**config.mk**
```make
export PLATFORM = sky130hd
export DESIGN_NAME = region_integrity_monitor
export DESIGN_NICKNAME = d
export VERILOG_FILES = /design/src/rtl/region_integrity_monitor.sv
export SDC_FILE = /design/constraint.sdc
export NUM_CORES = 2
export LEC_CHECK = 0
export ABC_AREA = 1
export ABC_CLOCK_PERIOD_IN_PS = 2500
export BUFFER_PORTS_ARGS = -buffer_cell sky130_fd_sc_hd__buf_2
export CAP_MARGIN = 20
export CORE_ASPECT_RATIO = 1.75
export CORE_UTILIZATION = 35
export DETAILED_ROUTE_END_ITERATION = 10
export HOLD_SLACK_MARGIN = 0.02
export PLACE_DENSITY_LB_ADDON = 0.3
export SYNTH_ARGS = -nofsm -noshare
export SYNTH_HDL_FRONTEND = slang
export SYNTH_SLANG_ARGS = --single-unit
```
**constraint.sdc**
```tcl
create_clock -name clk -period 2.5 [get_ports clk]
set_input_delay 0.5 -clock clk [delete_from_list [all_inputs] [get_ports clk]]
set_output_delay 0.5 -clock clk [all_outputs]
set_load 0.05 [all_outputs]
```
**src/rtl/region_integrity_monitor.sv**
```systemverilog
module region_integrity_monitor #(
  parameter int          NREG  = 3,
  parameter int          NCLI  = 2,
  parameter int          NTASK = 4,
  parameter int          W     = 64,
  parameter int          CTRW  = 64,
  parameter int          TOW   = 16,
  parameter logic [63:0] SEED  = 64'h0123_4567_89AB_CDEF,
  localparam int NSRC = NREG + NCLI,
  localparam int NENT = NTASK + NCLI,
  localparam int RIW  = (NREG > 1) ? $clog2(NREG) : 1,
  localparam int TIW  = (NTASK > 1) ? $clog2(NTASK) : 1,
  localparam int EIW  = $clog2(NENT)
) (
  input  logic                clk,
  input  logic                rst_n,
  input  logic                tbl_we,
  input  logic [EIW-1:0]      tbl_idx,
  input  logic [W-1:0]        tbl_data,
  input  logic                alloc_we,
  input  logic [RIW-1:0]      alloc_rr,
  input  logic [TIW-1:0]      alloc_tid,
  input  logic [NCLI*RIW-1:0] cli_map,
  input  logic [TOW-1:0]      timeout_cyc,
  input  logic                start,
  output logic [63:0]         chal,
  output logic                chal_vld,
  output logic                busy,
  output logic                start_rej,
  input  logic [NSRC-1:0]     src_valid,
  input  logic [NSRC*W-1:0]   src_resp,
  output logic [NSRC-1:0]     src_ready,
  output logic                done,
  output logic [2*NSRC-1:0]   status,
  output logic                alert_hide,
  output logic                alert_redir,
  output logic                loc_vld,
  output logic [RIW-1:0]      loc_idx,
  output logic [NCLI-1:0]     grant,
  input  logic                alert_clr
);

  logic [W-1:0]     tbl   [NENT];
  logic [TIW-1:0]   alloc [NREG];
  logic [63:0]      lfsr;
  logic [CTRW-1:0]  ctr;
  logic             in_col;
  logic [TOW-1:0]   tmr;
  logic [NSRC-1:0]  got;
  logic [1:0]       st    [NSRC];

  logic [NSRC-1:0]  take, got_nx;
  logic [1:0]       ev    [NSRC];
  logic [1:0]       st_nx [NSRC];
  logic [NTASK-1:0] hit   [NREG];
  logic             collide, fin, hide_f, redir_f, bad_any;
  logic [RIW-1:0]   loc_nx;
  logic [NCLI-1:0]  grant_nx;

  assign chal      = lfsr;
  assign chal_vld  = in_col;
  assign busy      = in_col;
  assign src_ready = in_col ? ~got : '0;
  assign take      = src_valid & src_ready;
  assign got_nx    = got | take;
  assign fin       = in_col && ((&got_nx) || (tmr == timeout_cyc));

  for (genvar i = 0; i < NSRC; i++) begin : g_stat
    assign status[2*i +: 2] = st[i];
  end

  always_comb begin
    collide = 1'b0;
    for (int i = 0; i < NENT; i++)
      for (int j = i + 1; j < NENT; j++)
        if (tbl[i] == tbl[j]) collide = 1'b1;
  end

  always_comb begin
    for (int r = 0; r < NREG; r++) begin
      for (int j = 0; j < NTASK; j++)
        hit[r][j] = (src_resp[r*W +: W] == tbl[j]);
      if (hit[r] == '0)          ev[r] = 2'b01;
      else if (hit[r][alloc[r]]) ev[r] = 2'b00;
      else                       ev[r] = 2'b10;
    end
    for (int c = 0; c < NCLI; c++)
      ev[NREG+c] = (src_resp[(NREG+c)*W +: W] == tbl[NTASK+c]) ? 2'b00 : 2'b01;
  end

  always_comb begin
    hide_f  = 1'b0;
    redir_f = 1'b0;
    for (int i = 0; i < NSRC; i++) begin
      st_nx[i] = take[i] ? ev[i] : st[i];
      if (st_nx[i] == 2'b01 || st_nx[i] == 2'b11) hide_f  = 1'b1;
      if (st_nx[i] == 2'b10)                      redir_f = 1'b1;
    end
    loc_nx  = '0;
    bad_any = 1'b0;
    for (int r = NREG - 1; r >= 0; r--)
      if (st_nx[r] != 2'b00) begin
        loc_nx  = RIW'(r);
        bad_any = 1'b1;
      end
    for (int c = 0; c < NCLI; c++)
      grant_nx[c] = (st_nx[NREG+c] == 2'b00) &&
                    (int'(cli_map[c*RIW +: RIW]) < NREG) &&
                    (st_nx[cli_map[c*RIW +: RIW]] == 2'b00);
  end

  always_ff @(posedge clk or negedge rst_n) begin
    if (!rst_n) begin
      for (int i = 0; i < NENT; i++) tbl[i]   <= '0;
      for (int r = 0; r < NREG; r++) alloc[r] <= '0;
      for (int i = 0; i < NSRC; i++) st[i]    <= 2'b00;
      lfsr        <= SEED;
      ctr         <= '0;
      in_col      <= 1'b0;
      tmr         <= '0;
      got         <= '0;
      start_rej   <= 1'b0;
      done        <= 1'b0;
      alert_hide  <= 1'b0;
      alert_redir <= 1'b0;
      loc_vld     <= 1'b0;
      loc_idx     <= '0;
      grant       <= '0;
    end else begin
      start_rej <= 1'b0;
      done      <= 1'b0;
      if (alert_clr) begin
        alert_hide  <= 1'b0;
        alert_redir <= 1'b0;
        loc_vld     <= 1'b0;
      end
      if (!in_col) begin
        if (tbl_we && int'(tbl_idx) < NENT) tbl[tbl_idx] <= tbl_data;
        if (alloc_we && int'(alloc_rr) < NREG) alloc[alloc_rr] <= alloc_tid;
        if (start) begin
          if (collide || (&ctr)) start_rej <= 1'b1;
          else begin
            in_col <= 1'b1;
            ctr    <= ctr + 1'b1;
            got    <= '0;
            tmr    <= '0;
            grant  <= '0;
            for (int i = 0; i < NSRC; i++) st[i] <= 2'b11;
          end
        end
      end else begin
        got <= got_nx;
        tmr <= tmr + 1'b1;
        for (int i = 0; i < NSRC; i++) st[i] <= st_nx[i];
        if (fin) begin
          in_col <= 1'b0;
          done   <= 1'b1;
          lfsr   <= {lfsr[62:0], lfsr[63] ^ lfsr[62] ^ lfsr[60] ^ lfsr[59]};
          grant  <= grant_nx;
          if (hide_f)  alert_hide  <= 1'b1;
          if (redir_f) alert_redir <= 1'b1;
          if (bad_any && !loc_vld) begin
            loc_vld <= 1'b1;
            loc_idx <= loc_nx;
          end
        end
      end
    end
  end

  a_r12_done_pulse: assert property (@(posedge clk) disable iff (!rst_n)
    done |=> !done);
  a_r2_reject_no_round: assert property (@(posedge clk) disable iff (!rst_n)
    start_rej |-> !busy);
  a_r1_chal_stable: assert property (@(posedge clk) disable iff (!rst_n)
    (chal_vld && $past(chal_vld)) |-> $stable(chal));
  a_r1_chal_nonzero: assert property (@(posedge clk) disable iff (!rst_n)
    chal != 64'd0);
  a_r10_hide_sticky: assert property (@(posedge clk) disable iff (!rst_n)
    (alert_hide && !alert_clr) |=> alert_hide);
  a_r10_redir_sticky: assert property (@(posedge clk) disable iff (!rst_n)
    (alert_redir && !alert_clr) |=> alert_redir);
  a_r10_loc_has_alert: assert property (@(posedge clk) disable iff (!rst_n)
    loc_vld |-> (alert_hide || alert_redir));
  for (genvar c = 0; c < NCLI; c++) begin : g_grant_chk
    a_r9_grant_rise_ok: assert property (@(posedge clk) disable iff (!rst_n)
      $rose(grant[c]) |-> (done && status[2*(NREG+c) +: 2] == 2'b00));
  end

endmodule

```
==> flow_metrics.env <==
export IMPL_regArea_um2=14400
export IMPL_clk_path_buf_depth=3
export IMPL_synth_most_common_cell="nand2_1"
export IMPL_num_vias=52600
export IMPL_worst_clock_skew_ns=0.0240
export IMPL_end_kind="flop"
export IMPL_die_area_um2=147000
export IMPL_htree_levels=2
export IMPL_die_y_um=507
export IMPL_post_route_worst_setup_slack_ns=-0.344
export IMPL_core_um2=145000
export IMPL_p_leak_nw=36.0
export IMPL_rows=185
export IMPL_pin_count=512
export IMPL_switchingPower_mw=45.2
export IMPL_drc_errors=0
export IMPL_routabilityCongestion=1.03
export IMPL_seq_power_share_pct=23.3
export IMPL_drive_above_1_share_pct=29.6
export IMPL_route_detailed_vias_per_inst=4.79
export IMPL_yosysWarnings=0
export IMPL_synth_xor_xnor_area_share_pct=26.1
export IMPL_synth_fp_nets=8131
export IMPL_use_met2_pct=55.1
export IMPL_place_area_um2=61500
export IMPL_cp_slowest_stage_delay_ns=0.44
export IMPL_ys_seq_elements=559
export IMPL_final_area_um2=67900
export IMPL_nets=9460
export IMPL_relSlewSlack_pct=52.9
export IMPL_cellPowerDensity_nw_per_um2=1330
export IMPL_finalMaxSlewViolations=0
export IMPL_drtPass1Iterations=6
export IMPL_yosysTopAreaCell="dfrtp_1"
export IMPL_clock_latency_ns=0.68
export IMPL_final_hold_viol_count=0
export IMPL_min_path_type="in2reg"
export IMPL_synth_area_leaders="dfrtp_1 26%, xor2_1 20%, nand2_1 18%, nor2_1 8.6%, xnor2_1 6.4%"
export IMPL_synth_seq_area_share_pct=27.5
export IMPL_min_period_over_period_pct=114
export IMPL_setup_viol=104
export IMPL_synthArstFlopShare_pct=100
export IMPL_multi_input_area_um2=33400
export IMPL_synth_edf_count=0
export IMPL_cp_arrival_ns=3.44
export IMPL_worstMarginPinSlew_ns=0.704
export IMPL_intPower_mw=45.4
export IMPL_met1_usage_pct=33.0
export IMPL_worstPathCellList="buf_6 > buf_6 > xor2_1 > nor2_1 > nand2_1 > nor2_2 > nand2_2 > nor2_2 > nand2_1 > nand2_2 > nor2_4 > nand2_4 > nor2_4 > nand3_4 > buf_12 > buf_6 > buf_16 > nor3_4 > xor2_1"
export IMPL_max_freq_ghz=0.352
export IMPL_synth_compound_area_share_pct=5.47
export IMPL_maxCapViolCount=0
export IMPL_synth_avg_cell_area_um2=6.62
export IMPL_clk_pin_slew_worst_paths_ns=0.07
export IMPL_die_w_um=291
export IMPL_port_buffers=511
export IMPL_crit_top_cell="buf_6"
export IMPL_swShare_pct=49.9
export IMPL_grt_pass1_vias=52700
export IMPL_overflow=0
export IMPL_antenna_found_initial=63
export IMPL_cts_tree="yes"
export IMPL_setup_worst_path_class="reg2reg"
export IMPL_clock_sinks=559
export IMPL_synth_mux_area_share_pct=0
export IMPL_synth_simple_area_share_pct=30.0
export IMPL_syn_cell_area_um2=51100
export IMPL_worst_ep_required_time_ns=3.09
export IMPL_syn_to_final_growth_pct=33.0
export IMPL_grt_pass1_wl_mm=338
export IMPL_use_met3_pct=5.20
export IMPL_ir_worst_vdd_mv=0.991
export IMPL_start_util_pct=35.2
export IMPL_synth_top_family_by_area="simple AND/OR/NAND/NOR gates"
export IMPL_wl_per_cell_um=21.3
export IMPL_top_usage_layer="met2"
export IMPL_cts_buffers=61
export IMPL_synth_top_area_share_pct=25.8
export IMPL_nFillCells=14800
export IMPL_yosysUniqueCellTypes=41
export IMPL_grt_max_degree=129
export IMPL_worst_path_max_delay_cell="dfrtp_2"
export IMPL_drtIter0Drc=3134
export IMPL_ant_nets=0
export IMPL_synthFlopType="dfrtp_1"
export IMPL_syn_instance_count=7707
export IMPL_finalPower_mw=90.6
export IMPL_yosys_area_share_adder_pct=0.0490
export IMPL_p_clk_share_pct=10.6
export IMPL_worst_path_max_fanout=6
export IMPL_start_kind="flop"
export IMPL_root_buffer="clkbuf_16"
export IMPL_status="finished, violations left"
export IMPL_dp_hpwl_mm=190
export IMPL_rsz0062_at_grt="true"
export IMPL_violations="negative setup slack"
export IMPL_track_usage_pct=31.0
export IMPL_ys_top_cells_by_count="2442 x nand2_1, 1170 x nor2_1, 1151 x xor2_1"
export IMPL_min_period_ns=2.84
export IMPL_routed_wl_mm=234
export IMPL_combPwrFrac_pct=66.0
cell families after synthesis:
group | Yosys count
flip-flops | 559
AO/OA/AOI/OAI | 551
XOR/XNOR | 1523
buffers and inverters | 1165
adder cells (fa/ha/maj) | 2
AND/OR/NAND/NOR | 3907
metrics by stage:
| step | instances | setup TNS [ns] | worst slack [ns] | hold WS, ns | utilization [%] |
|---|---|---|---|---|---|
| 4_1_cts | 10900 | -26.86 | -0.366 | 0.0646 | 45.8 |
| 3_3_place_gp | 10600 | -98.09 | -0.951 | 0.464 | 42.5 |
| 5_1_grt | 11000 | -32.24 | -0.457 | 0.0924 | 46.8 |
| 2_1_floorplan | 7707 | 0 | 0.0532 | 0.204 | - |
| 6_report | 11000 | -23.06 | -0.344 | 0.0954 | 46.9 |
| 3_5_place_dp | 10600 | -107.59 | -0.849 | 0.466 | 42.5 |
flip-flops by register name (all words and copies together), names as in the netlist:
name / flops
alert_hide: 1
alert_redir: 1
alloc: 6
busy: 1
chal: 64
ctr: 64
done: 1
got: 5
grant: 2
loc_idx: 2
loc_vld: 1
start_rej: 1
status: 10
tbl: 384
tmr: 16
worst paths after layout:
path | slack, ns | depth (start not counted) | start | end
hold / removal | 0.1 | 3 | start | start_rej
max in group asynchronous | 1.19 | 3 | rst_n | tbl[171]
setup / recovery | -0.34 | 19 | tbl[99] | ctr[44]
hold reg to reg | 0.48 | 2 | chal[32] | chal[32]
setup reg to reg | -0.34 | 19 | tbl[99] | ctr[44]
min in group asynchronous | 0.41 | 2 | rst_n | grant[1]
final cells by class:
| cell class | instances | area share, % |
|---|---|---|
| clock buffer | 85 | 2.59 |
| multi-input combinational | 5983 | 49.1 |
| timing repair inverter | 1 | 0.0111 |
| timing repair buffer | 1808 | 19.6 |
| tap | 1870 | 3.45 |
| sequential | 559 | 21.2 |
| clock inverter | 30 | 0.473 |
| inverter | 622 | 3.47 |
| antenna | 30 | 0.111 |
cell usage in the layout, fill, tap and decap left out, types with 107 or more instances in the layout:
cell type,Yosys,layout
nand4_1,107,107
nand2_1,2442,2285
nand2_2,2,133
o21ai_0,491,453
dfrtp_2,0,268
inv_1,612,605
buf_2,145,510
nor2_2,0,126
xor2_1,1151,1145
xnor2_1,372,363
buf_4,260,1174
dfrtp_1,527,259
nor2_1,1170,969
metal layers:
metal | vias up | wire length [um]
met5 | - | 381
met4 | 58 | 19400
met3 | 562 | 13400
met2 | 1528 | 115000
met1 | 24700 | 85700
li1 | 25800 | -
critical path, delay by kind of cell, from the launching register on:
kind	cells	cell delay, ns
buffers and inverters	5	0.65
DFF	1	0.44
and+or+nand+nor	12	1.37
xor gates and xnor gates	2	0.29
power by group through the flow:
stage	registers [mW]	clock network [mW]	logic, mW
detailed placement	21.2	0	53.3
global placement	21.0	0	52.9
global route	21.6	10.1	64.9
finish	21.1	9.65	59.8
floorplan	16.2	0	37.3
CTS	21.1	9.84	57.3
timing repair:
| action | in CTS | in global routing |
|---|---|---|
| setup endpoints to repair | 488 | 127 |
| hold buffers | 1 | 0 |
| hold endpoints to repair | 43 | 0 |
| cloned | 4 | 2 |
| resized for setup | 709 | 239 |
| pin swaps | 123 | 95 |
| buffers inserted | 116 | 93 |
No activity file was read; power rests on OpenSTA's default activity.
